## config.mk

```make
export PLATFORM = sky130hd
export DESIGN_NAME = audio_decim128
export DESIGN_NICKNAME = d
export VERILOG_FILES = /design/src/rtl/decim_pkg.sv /design/src/rtl/cic_sinc3_dec.sv /design/src/rtl/halfband_dec2.sv /design/src/rtl/audio_decim128.sv
export SDC_FILE = /design/constraint.sdc
export NUM_CORES = 2
export LEC_CHECK = 0
export ABC_AREA = 1
export BUFFER_PORTS_ARGS = -buffer_cell sky130_fd_sc_hd__buf_2
export CAP_MARGIN = 30
export CORE_UTILIZATION = 70
export DETAILED_ROUTE_END_ITERATION = 10
export PLACE_DENSITY = 0.88
export SLEW_MARGIN = 30
export SYNTH_ARGS = -nofsm -noshare
export SYNTH_HDL_FRONTEND = slang
export SYNTH_SLANG_ARGS = --single-unit
```

## constraint.sdc

```tcl
create_clock -name clk -period 15.35 [get_ports clk]
set_clock_uncertainty 0.1 [all_clocks]
set_input_delay 0.7675 -clock clk [delete_from_list [all_inputs] [get_ports clk]]
set_output_delay 0.7675 -clock clk [all_outputs]
set_load 0.03 [all_outputs]
```

## src/rtl/decim_pkg.sv

```systemverilog
package decim_pkg;
  localparam int CIC_ORDER    = 3;  // sinc^3 front end
  localparam int HB_TAPS      = 7;  // half-band kernel length
  localparam int HB_GROWTH    = 6;  // bits added per half-band (sum |h| = 36)
  localparam int HB_NORM_LOG2 = 5;  // kernel DC gain 32 = 2^5
endpackage

```

## src/rtl/cic_sinc3_dec.sv

```systemverilog
module cic_sinc3_dec #(
  parameter int W_IN     = 4,
  parameter int DEC_LOG2 = 4,
  parameter int ORDER    = decim_pkg::CIC_ORDER,
  localparam int W_C     = W_IN + ORDER * DEC_LOG2
) (
  input  logic                  clk,
  input  logic                  rst_n,
  input  logic                  x_valid,
  input  logic signed [W_IN-1:0] x_data,
  output logic                  y_valid,
  output logic signed [W_C-1:0] y_data
);
  logic [DEC_LOG2-1:0] phase_q;
  logic                fire;
  logic signed [W_C-1:0] x_ext;
  logic signed [W_C-1:0] acc_q [ORDER];
  logic signed [W_C-1:0] acc_d [ORDER];
  logic signed [W_C-1:0] src   [ORDER];
  logic signed [W_C-1:0] dly_q [ORDER];
  logic signed [W_C-1:0] diff  [ORDER];

  assign x_ext = W_C'(x_data);
  assign fire  = x_valid && (&phase_q);

  // integrators run at input rate and wrap modulo 2^W_C
  for (genvar k = 0; k < ORDER; k++) begin : g_int
    if (k == 0) begin : g_head
      assign acc_d[k] = acc_q[k] + x_ext;
    end else begin : g_tail
      assign acc_d[k] = acc_q[k] + acc_d[k-1];
    end
  end

  // combs run at the decimated rate, differential delay of one
  for (genvar k = 0; k < ORDER; k++) begin : g_cmb
    if (k == 0) begin : g_head
      assign src[k] = acc_d[ORDER-1];
    end else begin : g_tail
      assign src[k] = diff[k-1];
    end
    assign diff[k] = src[k] - dly_q[k];
  end

  always_ff @(posedge clk) begin
    if (!rst_n) begin
      phase_q <= '0;
      y_valid <= 1'b0;
      y_data  <= '0;
      for (int i = 0; i < ORDER; i++) begin
        acc_q[i] <= '0;
        dly_q[i] <= '0;
      end
    end else begin
      y_valid <= fire;
      if (x_valid) begin
        phase_q <= phase_q + 1'b1;
        for (int i = 0; i < ORDER; i++) acc_q[i] <= acc_d[i];
      end
      if (fire) begin
        for (int i = 0; i < ORDER; i++) dly_q[i] <= src[i];
        y_data <= diff[ORDER-1];
      end
    end
  end
endmodule

```

## src/rtl/halfband_dec2.sv

```systemverilog
module halfband_dec2 import decim_pkg::*; #(
  parameter int W_IN   = 16,
  localparam int W_OUT = W_IN + HB_GROWTH
) (
  input  logic                   clk,
  input  logic                   rst_n,
  input  logic                   x_valid,
  input  logic signed [W_IN-1:0]  x_data,
  output logic                   y_valid,
  output logic signed [W_OUT-1:0] y_data
);
  localparam int DEPTH = HB_TAPS - 1;

  logic signed [W_IN-1:0] dly_q [DEPTH];
  logic                   phase_q;
  logic                   take;

  // evaluate only on odd input positions: half the work of a plain FIR
  assign take = x_valid && phase_q;

  // kernel [-1 0 9 16 9 0 -1], zero taps skipped, coefficients as shifts
  function automatic logic signed [W_OUT-1:0] hb_sum(
    input logic signed [W_IN-1:0] t0,
    input logic signed [W_IN-1:0] t2,
    input logic signed [W_IN-1:0] t3,
    input logic signed [W_IN-1:0] t4,
    input logic signed [W_IN-1:0] t6
  );
    logic signed [W_OUT-1:0] outer, inner, mid;
    outer = W_OUT'(t0) + W_OUT'(t6);
    inner = W_OUT'(t2) + W_OUT'(t4);
    mid   = W_OUT'(t3);
    return (inner <<< 3) + inner + (mid <<< 4) - outer;
  endfunction

  always_ff @(posedge clk) begin
    if (!rst_n) begin
      phase_q <= 1'b0;
      y_valid <= 1'b0;
      y_data  <= '0;
      for (int i = 0; i < DEPTH; i++) dly_q[i] <= '0;
    end else begin
      y_valid <= take;
      if (x_valid) begin
        phase_q  <= ~phase_q;
        dly_q[0] <= x_data;
        for (int i = 1; i < DEPTH; i++) dly_q[i] <= dly_q[i-1];
      end
      if (take) y_data <= hb_sum(x_data, dly_q[1], dly_q[2], dly_q[3], dly_q[5]);
    end
  end
endmodule

```

## src/rtl/audio_decim128.sv

```systemverilog
module audio_decim128 import decim_pkg::*; #(
  parameter int W_IN     = 4,
  parameter int W_OUT    = 20,
  parameter int CIC_LOG2 = 4,
  parameter int NUM_HB   = 3
) (
  input  logic                    clk,
  input  logic                    rst_n,
  input  logic                    in_valid,
  input  logic signed [W_IN-1:0]  in_data,
  output logic                    out_valid,
  output logic signed [W_OUT-1:0] out_data
);
  localparam int W_CIC = W_IN + CIC_ORDER * CIC_LOG2;
  localparam int W_ACC = W_CIC + NUM_HB * HB_GROWTH;
  localparam int SHIFT = CIC_ORDER * CIC_LOG2 + NUM_HB * HB_NORM_LOG2 + W_IN - W_OUT;
  localparam logic signed [W_ACC:0] MAXV = (W_ACC+1)'((64'sd1 <<< (W_OUT - 1)) - 64'sd1);
  localparam logic signed [W_ACC:0] MINV = -MAXV - 1;

  // named internal events for the checker
  logic                    cic_v;
  logic signed [W_CIC-1:0] cic_d;
  logic [NUM_HB-1:0]       stage_v;
  logic signed [W_ACC-1:0] final_d;

  cic_sinc3_dec #(.W_IN(W_IN), .DEC_LOG2(CIC_LOG2), .ORDER(CIC_ORDER)) u_cic (
    .clk(clk), .rst_n(rst_n), .x_valid(in_valid), .x_data(in_data),
    .y_valid(cic_v), .y_data(cic_d)
  );

  for (genvar i = 0; i < NUM_HB; i++) begin : g_hb
    localparam int WI = W_CIC + i * HB_GROWTH;
    logic                           in_v;
    logic signed [WI-1:0]           in_d;
    logic                           y_v;
    logic signed [WI+HB_GROWTH-1:0] y_d;
    if (i == 0) begin : g_src_cic
      assign in_v = cic_v;
      assign in_d = cic_d;
    end else begin : g_src_hb
      assign in_v = g_hb[i-1].y_v;
      assign in_d = g_hb[i-1].y_d;
    end
    halfband_dec2 #(.W_IN(WI)) u_hb (
      .clk(clk), .rst_n(rst_n), .x_valid(in_v), .x_data(in_d),
      .y_valid(y_v), .y_data(y_d)
    );
    assign stage_v[i] = y_v;
  end

  assign final_d = g_hb[NUM_HB-1].y_d;

  // round half up by SHIFT bits, then clip to W_OUT
  function automatic logic signed [W_OUT-1:0] round_sat(input logic signed [W_ACC-1:0] v);
    logic signed [W_ACC:0] t;
    logic signed [W_ACC:0] q;
    t = $signed({v[W_ACC-1], v}) + $signed({{(W_ACC+1-SHIFT){1'b0}}, 1'b1, {(SHIFT-1){1'b0}}});
    q = t >>> SHIFT;
    if (q > MAXV)      return MAXV[W_OUT-1:0];
    else if (q < MINV) return MINV[W_OUT-1:0];
    else               return q[W_OUT-1:0];
  endfunction

  always_ff @(posedge clk) begin
    if (!rst_n) begin
      out_valid <= 1'b0;
      out_data  <= '0;
    end else begin
      out_valid <= stage_v[NUM_HB-1];
      if (stage_v[NUM_HB-1]) out_data <= round_sat(final_d);
    end
  end
endmodule

```

# After elaboration in Yosys (flattened, before gate mapping)
# Memories as Yosys holds them, arrays and structs flattened.
# Index checks and enable logic that the tools add are counted.
[totals] ff_bits=132 ramBits=492 input_bits=7 output_inout_bits=21 word_cells=118 mem_count=5
[classes] addsub=23 order_cmp=2 n_mux=42 bitwise_logic=27 n_reduce_logical=5
[mem_list] memory="g_hb[2].u_hb.dly_q" words=6 word_bits=28 rd=6 rd_ports_with_merged_regs=0 wr=6 line="halfband_dec2.sv:14" text="logic signed [W_IN-1:0] dly_q [DEPTH];"
[mem_list] memory="g_hb[1].u_hb.dly_q" words=6 word_bits=22 rd=6 rd_ports_with_merged_regs=0 wr=6 line="halfband_dec2.sv:14"
[mem_list] memory="g_hb[0].u_hb.dly_q" words=6 word_bits=16 rd=6 rd_ports_with_merged_regs=0 wr=6 line="halfband_dec2.sv:14"
[mem_list] memory="u_cic.acc_q" words=3 word_bits=16 rd=3 rd_ports_with_merged_regs=0 wr=3 line="cic_sinc3_dec.sv:17" text="logic signed [W_C-1:0] acc_q [ORDER];"
[mem_list] memory="u_cic.dly_q" words=3 word_bits=16 rd=3 rd_ports_with_merged_regs=0 wr=3 line="cic_sinc3_dec.sv:20" text="logic signed [W_C-1:0] dly_q [ORDER];"
[op_table] op="$mux W16" count=12
[op_table] op="$mux W28" count=6
[op_table] op="$mux W22" count=6
[op_table] op="$add A28 B28 Y29" count=2
[op_table] op="$sub A16 B16 Y16" count=3
[op_table] op="$add A22 B22 Y23" count=2
[op_table] op="$mux W20" count=2
[op_table] op="$add A34 B12 Y35 const B" count=1
[op_table] op="$add A16 B16 Y17" count=2
[op_table] op="$add A34 B32 Y34" count=1
[op_table] op="$add A34 B34 Y34" count=1
[op_table] op="$sub A34 B34 Y34" count=1
[op_table] op="$add A16 B16 Y16" count=2
[op_table] op="$add A28 B26 Y28" count=1
[op_table] op="$add A28 B28 Y28" count=1
[op_table] op="$sub A28 B28 Y28" count=1
[op_table] op="$gt A24 B20 Y1 const B" count=1
[op_table] op="$lt A24 B20 Y1 const B" count=1
[op_table] op="$or A1 B1 Y1" count=24
[op_table] op="$add A22 B20 Y22" count=1
[op_table] op="$add A22 B22 Y22" count=1
[op_table] op="$sub A22 B22 Y22" count=1
[op_table] op="$add A16 B4 Y16" count=1
[op_table] op="$mux W1" count=16
[op_table] op="other kinds (4)" count=9

# Logic depth before layout (Yosys ltp)
[depth] depth_word=6 depth_mapped=51

# Hierarchy
# A second synthesis with hierarchy kept.
[unflattened] cells_unflattened=5017 area_unflattened_um2=42548.3
[by_module_without_submodules] module="halfband_dec2 (g_hb[2].u_hb)" instances=1 cells_per_inst=1602 area_each_um2=13759.4 seq_area_each_um2=5765.5
[by_module_without_submodules] module="halfband_dec2 (g_hb[1].u_hb)" instances=1 cells_per_inst=1296 area_each_um2=10921.7 seq_area_each_um2=4564.4
[by_module_without_submodules] module="cic_sinc3_dec" instances=1 cells_per_inst=1055 area_each_um2=8634.5 seq_area_each_um2=3303.2
[by_module_without_submodules] module="halfband_dec2 (g_hb[0].u_hb)" instances=1 cells_per_inst=859 area_each_um2=7788.7 seq_area_each_um2=3363.2
[by_module_without_submodules] module="audio_decim128" instances=1 cells_per_inst=205 area_each_um2=1443.9 seq_area_each_um2=420.4

# Least setup slack after synthesis
# Ideal clock, no wire load.
[synth_timing] kind="input to register" start="input port in_data[0]" end="register u_cic.y_data[15]" setup_time_ns=0.114 arrival_time_ns=6.928 t_required_ns=15.136 slack_ns=8.208 path_stages=49 path_buffers=0 path_cell_list="ha_1 > fa_1 > nand2_1 > inv_1 > nor2_1 > o21bai_1 > xor2_1 > inv_1 > ha_1 > nand2_1 > nand2_1 > a31o_2 > xor2_1 > ha_1 > o21ai_0 > nand2_1 > xor2_1 > inv_1 > [... 13 more ...] > nand2_1 > nand2_1 > nand2_1 > nand3_1 > nand2_1 > nor2_1 > nor2_1 > ha_1 > a21oi_1 > o21ai_0 > a211o_1 > nand3_1 > nand2_1 > xor2_1 > inv_1 > nand3_1 > nand3_1 > nand2_1"
[synth_rtl] element="start: declaration" line="audio_decim128.sv:10" text="input logic signed [W_IN-1:0] in_data,"
[synth_rtl] element="end signal: assignment" line="cic_sinc3_dec.sv:62" text="y_data <= diff[ORDER-1];"
[synth_rtl] element="end: declaration" line="cic_sinc3_dec.sv:12" text="output logic signed [W_C-1:0] y_data"

==> results.cfg <==
[grt]
track_usage_pct = 31.4
grt_max_degree = 98
grt.overflow.total = 0
grt_pass1_wl_mm = 143
antenna_found_initial = 0
grt_pass1_vias = 30041

[die]
coreArea_mm2 = 0.0553
ios = 28
die_w_um = 239
rows = 86
dieArea_mm2 = 0.0572
die_height_um = 239
initial_utilization_pct = 71.2

[clock_network]
cts.sinks = 614
ctsResizeCount = 0
numCtsBuffers = 68
clk_pin_slew_ns = 0.06
cts_tree = done
hold_buffers = 0
cts_root_buf = clkbuf_16
htreeDepth = 3
clock_path_buffers = 3
post-cts-setup-buffer-count = 0
insertion_delay_ns = 0.61

[sta]
worst_slew_pin_slew_ns = 0.925
final.setup.tns_ns = 0
finalMaxSlewViolations = 0
hold_viol = 0
fin_crit_sh_pct = 50.4
fin_crit_ns = 7.74
rsz0062_at_grt = false
fin_ws_ns = 7.61
setup_viol = 0
slew_headroom_pct = 38.3
fmax_ghz = 0.129

[setup_path]
worstPathRequired_ns = 15.75
crit_buf_inv = 5
r2r_end = u_cic.y_data[15]
slowest_stage = fa_1
cp.depth = 47
cp_slowest_stage_delay_ns = 0.40
critPathMaxFanout = 5
crit_start = u_cic.acc_q[0][0]
path_class = reg -> reg
r2r_setup_slack_ns = 7.61
worst_setup_path_start_kind = register
critPathTopFamily = adder cells
r2r_cells = 47
crit_path_end_kind = register
cp.arrival_ns = 8.14
crit_end = u_cic.y_data[15]
r2r_start = u_cic.acc_q[0][0]
path_common_cell = nand2_1

[placed_design]
place.gp.congestion = 0.904
numPortBuffers = 27
dpl_worst_slack_ns = 7.22
dp_hpwl_mm = 61.4

[yosys]
yosysTopAreaCell = edfxtp_1
syn_nets = 4795
ys_top_cells_by_area = edfxtp_1 (38%), ha_1 (10%), inv_1 (8.8%)
yosysSeqAreaShare_pct = 43.7
synth-edff-count = 492
ys.flop_type = edfxtp_1
ys_types = 59
avgSynthCellArea_um2 = 9.11
ys_ff_latch = 614
async_flop_share_pct = 0
ys_warn_count = 0
syn-cell-area_mm2 = 0.0394
syn-instance-count = 4318
synth_top_area_share_pct = 37.5

[routing]
post_drt_wl_per_cell_um = 17.1
first_iter_violations = 2322
final_antenna_net_count = 0
routed_wl_mm = 88.0
drc = 0
first_pass_iters = 6
viasPerCell = 5.68
vias = 29266

[finish]
final_core_util_pct = 77.0
area_delta_synth_final_pct = 8.18
num_antenna_cells = 0
layout.nets = 4829
drive_above_1_share_pct = 4.40

[hold_path]
worstHoldStart = out_data[19]
worstHoldPathType = reg -> reg

[run]
max-cap-violations = 0

[status]
status = completed
## registers in the layout, summed over array words and instances (netlist names)
signal	flops
g_hb.u_hb.y_valid	3
g_hb.u_hb.phase_q	3
out_data	20
u_cic.acc_q	48
g_hb.u_hb.dly_q	396
u_cic.dly_q	48
g_hb.u_hb.y_data	74
u_cic.phase_q	4
out_valid	1
u_cic.y_data	16
u_cic.y_valid	1
## layout by cell type, fill, tap and decap left out, types with 7 or more instances in the layout
cell and count:
inv_1 920, nor2_1 648, edfxtp_1 492, nand2_1 419
ha_1 324, a21oi_1 313, xor2_1 171, o21ai_0 163
fa_1 146, dfxtp_1 122, nand3_1 109, xnor2_1 83
clkbuf_16 72, o22ai_1 49, nor3_1 38, o21bai_1 30
buf_2 27, o21ai_1 22, nand4_1 18, a21o_1 15
clkbuf_1 15, a21boi_1 13, o211ai_1 13, o221ai_1 12
nor4_1 11, buf_4 11, clkinv_2 10, a21boi_0 8
a31oi_1 8, clkinv_1 8, o21a_1 7, a211oi_1 7
or2_2 7
## cell type report
type                       instances  area (µm²)
sequential                       614       17200
tap                              748         936
multi-input combinational       2701       18400
timing repair buffer              42         263
clock inverter                    32         343
inverter                         925        3470
clock buffer                      92        1930
fill                            3489       12700
## per-stage QoR
stage | instance area, µm² | hold slack (ns) | instances
5_1_grt | 42600 | 0.388 | 5154
4_1_cts | 42600 | 0.347 | 5154
3_5_place_dp | 40300 | 0.359 | 5030
6_report | 42600 | 0.364 | 5154
3_3_place_gp | 40300 | 0.351 | 5030
2_1_floorplan | 39400 | 0.345 | 4318
## routing by layer
| layer | track usage (%) | vias to the layer above | routed length (µm) | share of wire, % |
|---|---|---|---|---|
| li1 | - | 14074 | - | - |
| met4 | 13.9 | 0 | 3820 | 4.3 |
| met1 | 36.3 | 13840 | 33900 | 39 |
| met5 | 0 | - | 0 | 0 |
| met2 | 57.0 | 1074 | 45000 | 51 |
| met3 | 5.15 | 278 | 5200 | 5.9 |
## how the worst min path moves through the flow
| stage | to | cells after the start |
|---|---|---|
| 6_report | out_data[19] | 2 |
| 5_1_grt | u_cic.phase_q[1] | 3 |
| 4_1_cts | u_cic.phase_q[1] | 3 |
| 3_5_place_dp | out_data[19] | 2 |
| 3_3_place_gp | out_data[19] | 2 |
| 2_1_floorplan | u_cic.phase_q[3] | 2 |
## cells in the mapped netlist (all sizes together) (40+ instances only)
master	number
inv	925
nor2	653
edfxtp	492
nand2	430
ha	324
a21oi	314
o21ai	191
xor2	171
fa	146
dfxtp	122
nand3	113
xnor2	83
clkbuf	69
o22ai	50
nor3	40
## tightest hold or removal path, delay by kind of cell, from the launching register on
family           cells  cell delay (ns)
AO/OA/AOI/OAI        1             0.06
flip-flops           1             0.30
AND/OR/NAND/NOR      1             0.06
## logic make-up after synthesis
| group | synth area share, % |
|---|---|
| xor gates and xnor gates | 5.65 |
| and+or+nand+nor | 13.3 |
| adders and majority gates | 17.7 |
| buffers and inverters | 9.59 |
| AOI/OAI and AO/OA | 9.99 |
| DFF | 43.7 |
Power is not shown: default switching activity piles up to over one toggle a cycle in this logic, so the estimate is an artifact.
